$ cat config.mk
export PLATFORM = sky130hd
export DESIGN_NAME = clkgen_ctl_slave
export DESIGN_NICKNAME = d
export VERILOG_FILES = /design/src/rtl/clkgen_ctl_pkg.sv /design/src/rtl/clkgen_ctl_linesync.sv /design/src/rtl/clkgen_ctl_regs.sv /design/src/rtl/clkgen_ctl_slave.sv
export SDC_FILE = /design/constraint.sdc
export NUM_CORES = 1
export LEC_CHECK = 0
export BUFFER_PORTS_ARGS = -buffer_cell sky130_fd_sc_hd__buf_2
export CORE_UTILIZATION = 40
export CTS_BUF_LIST = sky130_fd_sc_hd__clkbuf_4 sky130_fd_sc_hd__clkbuf_8 sky130_fd_sc_hd__clkbuf_16
export CTS_CLUSTER_SIZE = 25
export DETAILED_ROUTE_END_ITERATION = 10
export PLACE_DENSITY = 0.6
export SYNTH_ARGS = -nofsm -noshare
export SYNTH_HDL_FRONTEND = slang
export SYNTH_SLANG_ARGS = --single-unit
$ cat constraint.sdc
create_clock -name clk -period 3.5 [get_ports clk]
set_input_delay 0 -clock clk [delete_from_list [all_inputs] [get_ports clk]]
set_output_delay 0 -clock clk [all_outputs]
set_load 0.01 [all_outputs]
$ cat src/rtl/clkgen_ctl_pkg.sv
package clkgen_ctl_pkg;

    localparam int REG_BYTES = 7;
    localparam int RW_BYTES  = 4;
    localparam int IDX_W     = $clog2(REG_BYTES + 1);
    localparam int NUM_OE    = 16;
    localparam logic [6:0] DEV_ADDR = 7'h69;
    localparam logic [7:0] ID_BYTE  = 8'h03;

    typedef enum logic [2:0] {
        ST_IDLE, ST_RX, ST_ACK, ST_TX, ST_MACK, ST_IGNORE
    } bus_st_e;

    typedef enum logic [1:0] {
        PH_ADDR, PH_OFF, PH_CNT, PH_DATA
    } phase_e;

    function automatic logic [7:0] wr_mask(input int unsigned idx);
        case (idx)
            0, 1:    return 8'hFF;
            2:       return 8'hE0;
            3:       return 8'hFE;
            default: return 8'h00;
        endcase
    endfunction

    function automatic logic [7:0] reg_default(input int unsigned idx);
        case (idx)
            0:       return 8'h35;
            1:       return 8'hF0;
            2:       return 8'h80;
            3:       return 8'h06;
            default: return 8'h00;
        endcase
    endfunction

endpackage

$ cat src/rtl/clkgen_ctl_linesync.sv
module clkgen_ctl_linesync #(
    parameter int LINES  = 2,
    parameter int STAGES = 2
) (
    input  logic             clk,
    input  logic             rst_n,
    input  logic [LINES-1:0] raw,
    output logic [LINES-1:0] lvl,
    output logic [LINES-1:0] rise,
    output logic [LINES-1:0] fall
);
    for (genvar g = 0; g < LINES; g++) begin : g_line
        logic [STAGES:0] sh_q;
        always_ff @(posedge clk) begin
            if (!rst_n) sh_q <= '1;
            else        sh_q <= {sh_q[STAGES-1:0], raw[g]};
        end
        assign lvl[g]  = sh_q[STAGES-1];
        assign rise[g] = sh_q[STAGES-1] & ~sh_q[STAGES];
        assign fall[g] = ~sh_q[STAGES-1] & sh_q[STAGES];
    end
endmodule

$ cat src/rtl/clkgen_ctl_regs.sv
module clkgen_ctl_regs
    import clkgen_ctl_pkg::*;
(
    input  logic              clk,
    input  logic              rst_n,
    input  logic              pd_n,
    input  logic              wr_en,
    input  logic [IDX_W-1:0]  wr_idx,
    input  logic [7:0]        wr_data,
    input  logic [IDX_W-1:0]  rd_idx,
    output logic [7:0]        rd_data,
    output logic              spread_sel,
    output logic [3:0]        fsel_a,
    output logic [2:0]        fsel_b,
    output logic [NUM_OE-1:0] out_en
);
    typedef struct packed {
        logic [RW_BYTES-1:0][7:0] b;
        logic [NUM_OE-1:0]        en;
    } regs_t;

    regs_t q, d;
    logic [NUM_OE-1:0] vec;

    always_comb begin
        d   = q;
        vec = {q.b[3][7:1], q.b[1], q.b[0][0]};
        for (int i = 0; i < RW_BYTES; i++) begin
            if (!pd_n)
                d.b[i] = reg_default(i);
            else if (wr_en && (int'(wr_idx) == i))
                d.b[i] = (q.b[i] & ~wr_mask(i)) | (wr_data & wr_mask(i));
        end
        if (!pd_n)              d.en = '0;
        else if (!q.b[0][6])    d.en = '1;
        else if (!q.b[0][5])    d.en = '0;
        else                    d.en = vec;
    end

    always_ff @(posedge clk) begin
        if (!rst_n) begin
            for (int i = 0; i < RW_BYTES; i++) q.b[i] <= reg_default(i);
            q.en <= '0;
        end else begin
            q <= d;
        end
    end

    always_comb begin
        if (int'(rd_idx) < RW_BYTES)            rd_data = q.b[rd_idx[1:0]];
        else if (int'(rd_idx) == REG_BYTES - 1) rd_data = ID_BYTE;
        else                                    rd_data = 8'h00;
    end

    assign spread_sel = q.b[0][7];
    assign fsel_a     = q.b[0][4:1];
    assign fsel_b     = q.b[2][7:5];
    assign out_en     = q.en;

    p_pd_defaults_r8: assert property (@(posedge clk) disable iff (!rst_n)
        !pd_n |=> (q.b[0] == 8'h35 && q.b[1] == 8'hF0 && q.b[2] == 8'h80 && q.b[3] == 8'h06));
    p_pd_quiet_r8: assert property (@(posedge clk) disable iff (!rst_n)
        !pd_n |=> (out_en == '0));
    p_hw_follow_r9: assert property (@(posedge clk) disable iff (!rst_n)
        (pd_n && !q.b[0][6]) |=> (&out_en));
    p_sw_kill_r9: assert property (@(posedge clk) disable iff (!rst_n)
        (pd_n && q.b[0][6] && !q.b[0][5]) |=> (out_en == '0));
endmodule

$ cat src/rtl/clkgen_ctl_slave.sv
module clkgen_ctl_slave
    import clkgen_ctl_pkg::*;
#(
    parameter int SYNC_STAGES = 2
) (
    input  logic              clk,
    input  logic              rst_n,
    input  logic              scl_i,
    input  logic              sda_i,
    output logic              sda_pull,
    input  logic              pd_n,
    output logic              spread_sel,
    output logic [3:0]        fsel_a,
    output logic [2:0]        fsel_b,
    output logic [NUM_OE-1:0] out_en
);
    typedef struct packed {
        bus_st_e          st;
        phase_e           ph;
        logic [3:0]       bits;
        logic [7:0]       sh;
        logic [IDX_W-1:0] idx;
        logic [7:0]       remain;
        logic             off_ok;
        logic             rd;
        logic             ack;
        logic             pull;
    } fsm_t;

    fsm_t q, d;
    logic [1:0] lvl, rise, fall;
    logic scl_lvl, scl_rise, scl_fall, sda_lvl, start_c, stop_c;
    logic wr_en;
    logic [IDX_W-1:0] wr_idx;
    logic [7:0] rd_data;

    clkgen_ctl_linesync #(.LINES(2), .STAGES(SYNC_STAGES)) sync_i (
        .clk(clk), .rst_n(rst_n), .raw({sda_i, scl_i}),
        .lvl(lvl), .rise(rise), .fall(fall)
    );

    assign scl_lvl  = lvl[0];
    assign scl_rise = rise[0];
    assign scl_fall = fall[0];
    assign sda_lvl  = lvl[1];
    assign start_c  = scl_lvl & fall[1];
    assign stop_c   = scl_lvl & rise[1];

    function automatic logic [IDX_W-1:0] idx_inc(input logic [IDX_W-1:0] v);
        return (int'(v) < REG_BYTES) ? v + 1'b1 : v;
    endfunction

    always_comb begin
        d      = q;
        wr_en  = 1'b0;
        wr_idx = q.idx;
        if (stop_c) begin
            d.st = ST_IDLE; d.pull = 1'b0; d.off_ok = 1'b0;
        end else if (start_c) begin
            d.st = ST_RX; d.ph = PH_ADDR; d.bits = '0; d.pull = 1'b0;
        end else begin
            case (q.st)
                ST_RX: begin
                    if (scl_rise && q.bits != 4'd8) begin
                        d.sh   = {q.sh[6:0], sda_lvl};
                        d.bits = q.bits + 1'b1;
                    end else if (scl_fall && q.bits == 4'd8) begin
                        d.ack = 1'b0;
                        case (q.ph)
                            PH_ADDR: begin
                                if (q.sh == {DEV_ADDR, 1'b0}) begin
                                    d.ack = 1'b1; d.rd = 1'b0; d.off_ok = 1'b0; d.ph = PH_OFF;
                                end else if (q.sh == {DEV_ADDR, 1'b1} && q.off_ok) begin
                                    d.ack = 1'b1; d.rd = 1'b1;
                                    d.sh  = 8'(REG_BYTES) - 8'(q.idx);
                                end
                            end
                            PH_OFF: if (q.sh < 8'(REG_BYTES)) begin
                                d.ack = 1'b1; d.idx = q.sh[IDX_W-1:0];
                                d.off_ok = 1'b1; d.ph = PH_CNT;
                            end
                            PH_CNT: if (q.sh != 8'h00) begin
                                d.ack = 1'b1; d.remain = q.sh; d.ph = PH_DATA;
                            end
                            default: if (q.remain != 8'h00) begin
                                d.ack    = 1'b1;
                                d.remain = q.remain - 1'b1;
                                wr_en    = (int'(q.idx) < REG_BYTES);
                                d.idx    = idx_inc(q.idx);
                            end
                        endcase
                        d.pull = d.ack;
                        d.st   = ST_ACK;
                        d.bits = '0;
                    end
                end
                ST_ACK: if (scl_fall) begin
                    d.bits = '0;
                    if (!q.ack)    begin d.st = ST_IGNORE; d.pull = 1'b0; end
                    else if (q.rd) begin d.st = ST_TX; d.pull = ~q.sh[7]; end
                    else           begin d.st = ST_RX; d.pull = 1'b0; end
                end
                ST_TX: if (scl_fall) begin
                    if (q.bits == 4'd7) begin
                        d.st = ST_MACK; d.pull = 1'b0;
                    end else begin
                        d.sh   = {q.sh[6:0], 1'b0};
                        d.pull = ~q.sh[6];
                        d.bits = q.bits + 1'b1;
                    end
                end
                ST_MACK: begin
                    if (scl_rise) d.ack = ~sda_lvl;
                    else if (scl_fall) begin
                        if (q.ack) begin
                            d.st = ST_TX; d.bits = '0; d.sh = rd_data;
                            d.pull = ~rd_data[7]; d.idx = idx_inc(q.idx);
                        end else begin
                            d.st = ST_IGNORE;
                        end
                    end
                end
                default: ;
            endcase
        end
    end

    always_ff @(posedge clk) begin
        if (!rst_n) begin
            q <= '{st: ST_IDLE, ph: PH_ADDR, bits: '0, sh: '0, idx: '0,
                   remain: '0, off_ok: 1'b0, rd: 1'b0, ack: 1'b0, pull: 1'b0};
        end else begin
            q <= d;
        end
    end

    assign sda_pull = q.pull;

    clkgen_ctl_regs regs_i (
        .clk(clk), .rst_n(rst_n), .pd_n(pd_n),
        .wr_en(wr_en), .wr_idx(wr_idx), .wr_data(q.sh),
        .rd_idx(q.idx), .rd_data(rd_data),
        .spread_sel(spread_sel), .fsel_a(fsel_a), .fsel_b(fsel_b), .out_en(out_en)
    );

    p_sda_hold_r12: assert property (@(posedge clk) disable iff (!rst_n)
        (scl_lvl && $past(scl_lvl) && !start_c && !stop_c) |-> $stable(sda_pull));
    p_tx_needs_index_r1: assert property (@(posedge clk) disable iff (!rst_n)
        (q.st == ST_TX) |-> q.off_ok);
    p_ignore_released_r11: assert property (@(posedge clk) disable iff (!rst_n)
        (q.st == ST_IGNORE || q.st == ST_IDLE) |=> (!sda_pull || start_c || stop_c || q.st != ST_IDLE));
endmodule

After elaboration in Yosys (flattened, before gate mapping):

Cells that the tools add are included.

* add/sub/neg operators: 4
* magnitude comparators: 4
* equality and inequality tests: 51
* muxes and demuxes: 91
* bitwise logic cells: 34
* reductions and logical operators: 36

Operators by type and width (count)
* 8-bit 2-to-1 mux: 14
* 11-bit 2-to-1 mux: 7
* 8-bit AND: 8
* 15-bit 2-to-1 mux: 4
* 3-bit != test, second input constant: 16
* 8-bit AND reduction: 5
* 12-bit 2-to-1 mux: 3
* 16-bit 2-to-1 mux: 2
* 32-bit 2-to-1 mux: 1
* 8-bit inverter: 4
* 8-bit bitwise OR: 4
* 2-bit != test, second input constant: 15
* 2-bit 2-to-1 mux: 14
* 3-bit 2-to-1 mux: 9
* 8-bit one-hot mux with 3 select lines: 1
* 1-bit 2-to-1 mux: 22
* 8-bit binary-select mux with 2-bit select: 1
* 8-bit == test, second input constant: 2
* 4-bit one-hot mux with 4 select lines: 1
* 8-bit one-hot mux with 2 select lines: 1
* 8-bit nonzero test: 2
* 7-bit AND reduction: 2
* 3-bit by 2-bit == test with 1-bit output, second input constant: 4
* 1-bit inverter: 12
* other kinds (42): 66

* register bits after elaboration: 86
* input bits: 5
* output and inout port bits: 25

Depth between registers and ports, before layout:

Gate-level depths: netlist (run 1).

* word-level depth: 15
* depth in mapped cells: 9

Hierarchy:

From an unflattened synthesis (run 1), not the netlist that was laid out.

* cell total of the unflattened synthesis: 563
* area total of the unflattened synthesis: 4810.9 um^2

Modules (own cells, without submodules)
* clkgen_ctl_slave: instances 1, cells an instance 331, area each 2517.4 um^2, seq. area each 640.6 um^2
* clkgen_ctl_regs: instances 1, cells an instance 214, area each 2095.8 um^2, seq. area each 840.8 um^2
* clkgen_ctl_linesync: instances 1, cells an instance 18, area each 197.7 um^2, seq. area each 120.1 um^2

Worst setup path before layout (run 1):

Ideal clock, no wire load.

* kind: reg2reg
* from: register q[23] (netlist name)
* to: register q[10] (netlist name)
* library setup time: 0.132 ns
* data arrival time: 1.765 ns
* data required time: 3.368 ns
* path slack: 1.603 ns
* cell stages (with the launch flop): 10
* buffers on the path: 1
* period minus slack after synthesis: 1.897 ns
* cell sequence: dfxtp_1 inv_1 ha_1 and3b_1 nand3_4 a31o_4 or3_1 buf_2 o21ai_1 a21oi_1

* longest elaborated chain between the ends: 4

RTL lines
* start, declared: RTL line clkgen_ctl_slave.sv:30 `fsm_t q, d;`
* start signal, assigned: RTL line clkgen_ctl_slave.sv:130 `q <= '{st: ST_IDLE, ph: PH_ADDR, bits: '0, sh: '0, idx: '0,`
* 4-bit != test or 4-bit == test (tied branches): RTL line clkgen_ctl_slave.sv:64, clkgen_ctl_slave.sv:67
* 1-bit logical AND (on tied branches): RTL line clkgen_ctl_slave.sv:64, clkgen_ctl_slave.sv:67
* 8-bit by 7-bit != test with 1-bit output (no source line) or 1-bit inverter (tied branches)
* 8-bit AND reduction (no source line) (*)

Every way passes the cells marked *; elsewhere a longest branch is shown, timed or not.
A chain may end at the register's enable or synchronous reset.

Worst setup path after layout (run 1):

* from: register q[29] (netlist name)
* to: register regs_i.q[47] (netlist name)

* longest elaborated chain between the ends: 5

RTL lines
* 3-bit by 1-bit == test with 1-bit output: RTL line clkgen_ctl_slave.sv:62 `case (q.st)`
* 1-bit 2-to-1 mux: RTL line clkgen_ctl_slave.sv:62
* 1-bit 2-to-1 mux: RTL line clkgen_ctl_slave.sv:59 `end else if (start_c) begin`
* 1-bit 2-to-1 mux: RTL line clkgen_ctl_slave.sv:57 `if (stop_c) begin`
* 1-bit logical AND: RTL line clkgen_ctl_regs.sv:31 `else if (wr_en && (int'(wr_idx) == i))`
* end, declared: RTL line clkgen_ctl_regs.sv:22 `regs_t q, d;`

No other way between the ends.

==> flow_metrics.py, run 1 <==
metrics = {
    "worst_setup_path": {
        "crit_arrival_ps": 2810,
        "crit_fanout": 19,
        "criticalPathCategory": "reg2reg",
        "reg2reg_depth": 7,
        "cp-start-kind": "flop",
        "end_kind": "flop",
        "worstPathRequired_ps": 3720,
    },
    "power": {
        "power_density_mw_per_mm2": 393,
        "total_power_mw": 1.83,
        "worst_ir_drop_vdd_mv": 0.214,
        "p_leak_nw": 1.72,
    },
    "yosys": {
        "ys_seq_area_share_pct": 36.1,
        "ys_types": 63,
        "ys_ff_latch": 80,
        "synth_xor_area_share_pct": 0.395,
        "syn-cell-area_mm2": 0.00444,
        "ys.flop_type": "dfxtp_1",
        "synth_fa_ha_area_share_pct": 3.38,
        "yosys_warnings": 0,
        "synth_compound_area_share_pct": 20.2,
        "ys_top_cells_by_count": "nand2_1, dfxtp_1, a21oi_1, nand3_1",
        "avgSynthCellArea_um2": 7.93,
        "synth-edff-count": 0,
        "synth_nets": 577,
        "synth_area_leaders": "dfxtp_1, nand2_1, a21oi_1",
        "async_reset_ff_share_pct": 0,
        "yosysMostFrequentCell": "nand2_1",
        "synthSimpleGateAreaFrac_pct": 27.0,
        "synth_top_area_share_pct": 36.1,
        "synthCells": 560,
        "synth_top_family_by_area": "simple AND/OR/NAND/NOR gates",
        "synthMuxAreaShare_pct": 3.61,
        "yosys.area.top_type": "dfxtp_1",
    },
    "finish": {
        "layout-drive-gt1-share_pct": 11.9,
        "area_growth_pct": 4.85,
        "design_area_mm2": 0.00465,
        "final_nets": 557,
        "fillers": 1122,
        "antenna_cells": 0,
        "final_util_pct": 42.9,
    },
    "detailed_routing": {
        "first_pass_iters": 5,
        "vias": 3850,
        "wl_mm": 11.2,
        "drc": 0,
        "final_antenna_net_count": 0,
        "via_per_inst": 5.62,
        "wl_per_cell_um": 16.4,
        "dr.first_iter.drc_count": 230,
    },
    "grt": {
        "grtUsageTotal_pct": 20.8,
        "grt_antenna_before_repair": 0,
        "grt_pass1_vias": 3555,
        "grt_max_degree": 32,
        "grt_pass1_wl_mm": 18.4,
        "grt_overflow": 0,
    },
    "sta": {
        "drv_slew": 0,
        "finClkSkew_ps": 13.4,
        "worstMarginPinSlew_ps": 1020,
        "fin_crit_sh_pct": 73.9,
        "setup_viol": 0,
        "fin_tns_setup_ps": 0,
        "max_freq_mhz": 387,
        "maxSlewHeadroom_pct": 31.6,
        "period_needed_ps": 2590,
        "hold_viol": 0,
        "rsz0062_at_grt": "no",
    },
    "floorplan": {
        "initial_core_util_pct": 40.9,
        "ioPinCount": 30,
        "die_w_um": 107,
        "core_area_mm2": 0.0108,
        "die_area_mm2": 0.0115,
        "die_h_um": 107,
        "row_count": 38,
    },
    "cts": {
        "cts_tree": "yes",
        "root_buffer": "clkbuf_8",
        "cts.sinks": 80,
        "cts_buffer_depth": 2,
        "cts_buffers": 9,
        "htreeDepth": 3,
        "clock_latency_ps": 380,
        "clk_pin_slew_ps": 90,
        "cts_setup_buffers": 0,
    },
    "flow_run": {
        "cap_violations": 0,
    },
    "min_path": {
        "min_delay_path_depth": 2,
        "min-delay-path-class": "in2reg",
    },
    "run_status": {
        "outcome": "finished, final reports clean",
    },
    "place": {
        "numPortBuffers": 29,
        "dpl-instance-area_mm2": 0.00443,
        "place_hpwl_mm": 8.06,
        "gp_congestion": 0.848,
    },
}
-- power breakdown --
part	internal, mW	switching [mW]	total, mW
logic	0.0563	0.0898	0.146
clock network	0.338	0.376	0.713
registers	0.931	0.0364	0.968
-- path summary, 6_finish.rpt --
path | startpoint | endpoint | slack (ps)
setup reg to reg | q[29]$_SDFFE_PP0P_ | regs_i.q[47]$_SDFFE_PN0P_ | 910
hold / removal | rst_n | sync_i.g_line[1].sh_q[2]$_SDFF_PN1_ | 60
hold reg to reg | sync_i.g_line[1].sh_q[0]$_SDFF_PN1_ | sync_i.g_line[1].sh_q[1]$_SDFF_PN1_ | 420
setup / recovery | q[29]$_SDFFE_PP0P_ | regs_i.q[47]$_SDFFE_PN0P_ | 910
-- through the flow --
stage | setup slack, ps | cells | hold slack (ps)
after global routing | 695 | 685 | 71.4
after global placement | 1000 | 667 | 182
after floorplan | 1600 | 560 | 73.2
final | 914 | 685 | 58.0
after detailed placement | 940 | 667 | 185
after CTS | 936 | 685 | 54.8
-- worst max-delay path: stages (launching register included) --
cell and delay [ps]:
dfxtp_1 550, nor3b_4 450, nand3_4 160, a2111oi_4 560, buf_4 330, nand2_1 180
nand2_1 120, a21oi_1 70
-- cells in the final DEF, fill, tap and decap left out, types with 3 or more instances in the layout --
| master | count |
|---|---|
| or3_1 | 5 |
| a31oi_1 | 8 |
| a22oi_1 | 6 |
| a211oi_1 | 6 |
| nor2_1 | 28 |
| buf_2 | 29 |
| and3_1 | 3 |
| a211o_1 | 3 |
| ha_1 | 12 |
| nand3_1 | 45 |
| nor3_1 | 10 |
| mux4_2 | 3 |
| nand3b_1 | 4 |
| nor4_1 | 3 |
| a221oi_1 | 5 |
| nand2_1 | 85 |
| nor2b_1 | 8 |
| mux2i_1 | 7 |
| inv_1 | 15 |
| nand4_1 | 3 |
| dfxtp_1 | 80 |
| clkbuf_8 | 9 |
| a21oi_1 | 63 |
| o21ai_0 | 25 |
| nand2b_1 | 15 |
| o21ai_1 | 5 |
| and2_1 | 3 |
| a22o_1 | 3 |
-- sequential cells by signal, indices dropped and copies added, names as in the netlist --
| signal | flops |
|---|---|
| regs_i.fsel_b | 3 |
| sync_i.g_line.sh_q | 6 |
| sda_pull | 1 |
| wr_idx | 3 |
| regs_i.fsel_a | 4 |
| regs_i.spread_sel | 1 |
| regs_i.q | 18 |
| q | 28 |
| regs_i.out_en | 16 |
-- logic make-up after synthesis --
family          Yosys count
buf+inv                  79
xor+xnor                  2
fa+ha+maj                12
flops                    80
mux                      12
simple gates            231
compound gates          144
-- routing by layer --
metal | global-route usage [%] | wire length (um) | up-vias | part of all wire, %
li1 | - | - | 1927 | -
met1 | 26.6 | 5260 | 1825 | 47
met2 | 34.1 | 5280 | 81 | 47
met3 | 3.39 | 422 | 17 | 3.8
met4 | 9.59 | 241 | 0 | 2.2
met5 | 0 | 0 | - | 0
-- area by class of cell --
cell class | count | area, um2 | area share (%)
multi-input combinational | 401 | 2440 | 52.4
tap | 140 | 175 | 3.76
clock buffer | 9 | 124 | 2.66
sequential | 80 | 1600 | 34.4
clock inverter | 7 | 80.1 | 1.72
inverter | 15 | 56.3 | 1.21
timing repair buffer | 33 | 180 | 3.87
-- repair_timing --
action | in CTS | in global routing
gates resized for setup | 0 | 0
endpoints found under the hold margin | 2 | 0
hold buffers | 2 | 0
No activity file was read; power rests on OpenSTA's default activity.
==> run 2, diff against run 1 <==
- clock period: 3.5 -> 2.5 ns (I/O delays scaled with it)
==> flow_metrics.py, run 2 (synthesized netlist as in run 1, its figures left out) <==
metrics = {
    "run_status": {
        "outcome": "finished, final reports clean",
    },
    "power": {
        "clkPwrFrac_pct": 36.9,
        "power_density_mw_per_mm2": 523,
        "p_sw_share_pct": 28.4,
        "p_leak_nw": 1.82,
        "total_power_mw": 2.51,
        "worst_ir_drop_vdd_mv": 0.299,
        "seqPwrFrac_pct": 53.3,
        "pwr-share-comb_pct": 9.8,
        "p_int_mw": 1.80,
        "p_sw_mw": 0.712,
    },
    "sta": {
        "max_freq_mhz": 452,
        "hold_viol": 0,
        "fin_tns_setup_ps": 0,
        "fin_crit_sh_pct": 88.5,
        "worstMarginPinSlew_ps": 667,
        "setup_viol": 0,
        "rsz0062_at_grt": "no",
        "finClkSkew_ps": 13.0,
        "period_needed_ps": 2210,
        "drv_slew": 0,
        "maxSlewHeadroom_pct": 55.6,
    },
    "floorplan": {
        "die_h_um": 107,
        "ioPinCount": 30,
        "die_w_um": 107,
        "initial_core_util_pct": 40.9,
        "die_area_mm2": 0.0115,
        "core_area_mm2": 0.0108,
        "row_count": 38,
    },
    "cts": {
        "cts_buffers": 9,
        "cts.sinks": 80,
        "post_cts_resized": 0,
        "cts_setup_buffers": 0,
        "clk_pin_slew_ps": 80,
        "postCtsHoldBufs": 3,
        "cts_buffer_depth": 2,
        "htreeDepth": 3,
        "root_buffer": "clkbuf_8",
        "cts_tree": "yes",
        "clock_latency_ps": 380,
    },
    "detailed_routing": {
        "final_antenna_net_count": 0,
        "drc": 0,
        "vias": 3917,
        "first_pass_iters": 4,
        "via_per_inst": 5.55,
        "wl_mm": 11.2,
        "wl_per_cell_um": 15.9,
        "dr.first_iter.drc_count": 321,
    },
    "flow_run": {
        "cap_violations": 0,
    },
    "finish": {
        "area_growth_pct": 8.09,
        "fillers": 1108,
        "layout-drive-gt1-share_pct": 15.0,
        "largest_reg_flops": 28,
        "final_cell_mix": "nand2_1, dfxtp_1, a21oi_1",
        "largest-register": "q",
        "final_common_cell": "nand2_1",
        "final_nets": 578,
        "antenna_cells": 0,
    },
    "place": {
        "place_hpwl_mm": 8.15,
        "gp_congestion": 0.861,
        "numPortBuffers": 29,
    },
    "grt": {
        "grt_pass1_wl_mm": 18.8,
        "grt_antenna_before_repair": 0,
        "grt_pass1_vias": 3652,
        "grt_max_degree": 31,
        "grtUsageTotal_pct": 21.1,
        "grt_overflow": 0,
    },
    "worst_setup_path": {
        "end_kind": "flop",
        "r2r-start": "q[31]$_SDFFE_PP0P_",
        "worstPathRequired_ps": 2770,
        "reg2reg_depth": 6,
        "reg2reg_to": "q[25]$_SDFFE_PN0P_",
        "crit_fanout": 15,
        "criticalPathCategory": "reg2reg",
        "r2r_slack_ps": 290,
        "cp-start-kind": "flop",
        "crit_arrival_ps": 2480,
    },
    "min_path": {
        "min-delay-path-class": "in2reg",
        "min_to": "sync_i.g_line[1].sh_q[0]$_SDFF_PN1_",
        "hold_start": "rst_n",
        "min_delay_path_depth": 2,
    },
}
==> run 2: changes by cell type in the layout (fill, tap and decap cells not counted), sizes merged <==
cell | before | now
clkinv | 3 | 2
clkbuf | 9 | 10
buf | 31 | 51
bufinv | 1 | 0
dlygate4sd3 | 2 | 3
clkinvlp | 1 | 2
==> run 2: power by group through the flow <==
stage / Combinational [mW] / Clock, mW / Sequential, mW
after floorplan: 0.200 / 0 / 1.34
after global placement: 0.236 / 0 / 1.37
after detailed placement: 0.238 / 0 / 1.37
after CTS: 0.243 / 0.955 / 1.34
after global routing: 0.269 / 1.01 / 1.34
final: 0.245 / 0.927 / 1.34
==> run 2: how the worst max path moves through the flow <==
stage,startpoint,cells after the start,slack [ps],end
after global routing,q[31]$_SDFFE_PP0P_,6,100,q[23]$_SDFFE_PN0P_
after global placement,q[31]$_SDFFE_PP0P_,6,380,q[25]$_SDFFE_PN0P_
after floorplan,q[23]$_SDFFE_PN0P_,9,600,q[10]$_SDFFE_PN0P_
after detailed placement,q[31]$_SDFFE_PP0P_,6,310,q[25]$_SDFFE_PN0P_
final,q[31]$_SDFFE_PP0P_,6,290,q[25]$_SDFFE_PN0P_
after CTS,q[31]$_SDFFE_PP0P_,6,310,q[25]$_SDFFE_PN0P_
==> run 2: area by class of cell <==
| class | instances | area [um2] | area share (%) |
|---|---|---|---|
| flip-flops and latches | 80 | 1600 | 33.4 |
| inverters | 15 | 56.3 | 1.17 |
| clock inverters | 6 | 50.0 | 1.04 |
| multi-input cells | 401 | 2440 | 50.8 |
| repair buffers | 54 | 340 | 7.09 |
| well taps | 140 | 175 | 3.65 |
| clock buffers | 10 | 138 | 2.87 |
==> run 2: critical path, cell delays in order, from the launching register on <==
cell	delay, ps
dfxtp_1	660
or3b_2	640
a21oi_1	180
nor3_1	60
nand2_1	190
nor4_1	80
o31a_1	300
==> run 2: metrics by stage <==
stage               hold slack (ps)  utilization, %  std cells  instance area (um2)  setup WS [ps]
floorplan                      73.2               -        560                 4440            603
global placement                183            42.2        687                 4580            377
detailed placement              188            42.2        687                 4580            314
CTS                            30.1            44.3        706                 4800            313
global route                   58.2            44.3        706                 4800            104
finish                         44.8            44.3        706                 4800            288
==> run 2: per-layer routing <==
layer / up-vias / GRT usage, % / routed length [um]
li1: 1960 / - / -
met1: 1838 / 27.7 / 5370
met2: 98 / 33.6 / 5200
met3: 21 / 3.69 / 387
met4: 0 / 10.2 / 277
met5: - / 0 / 0
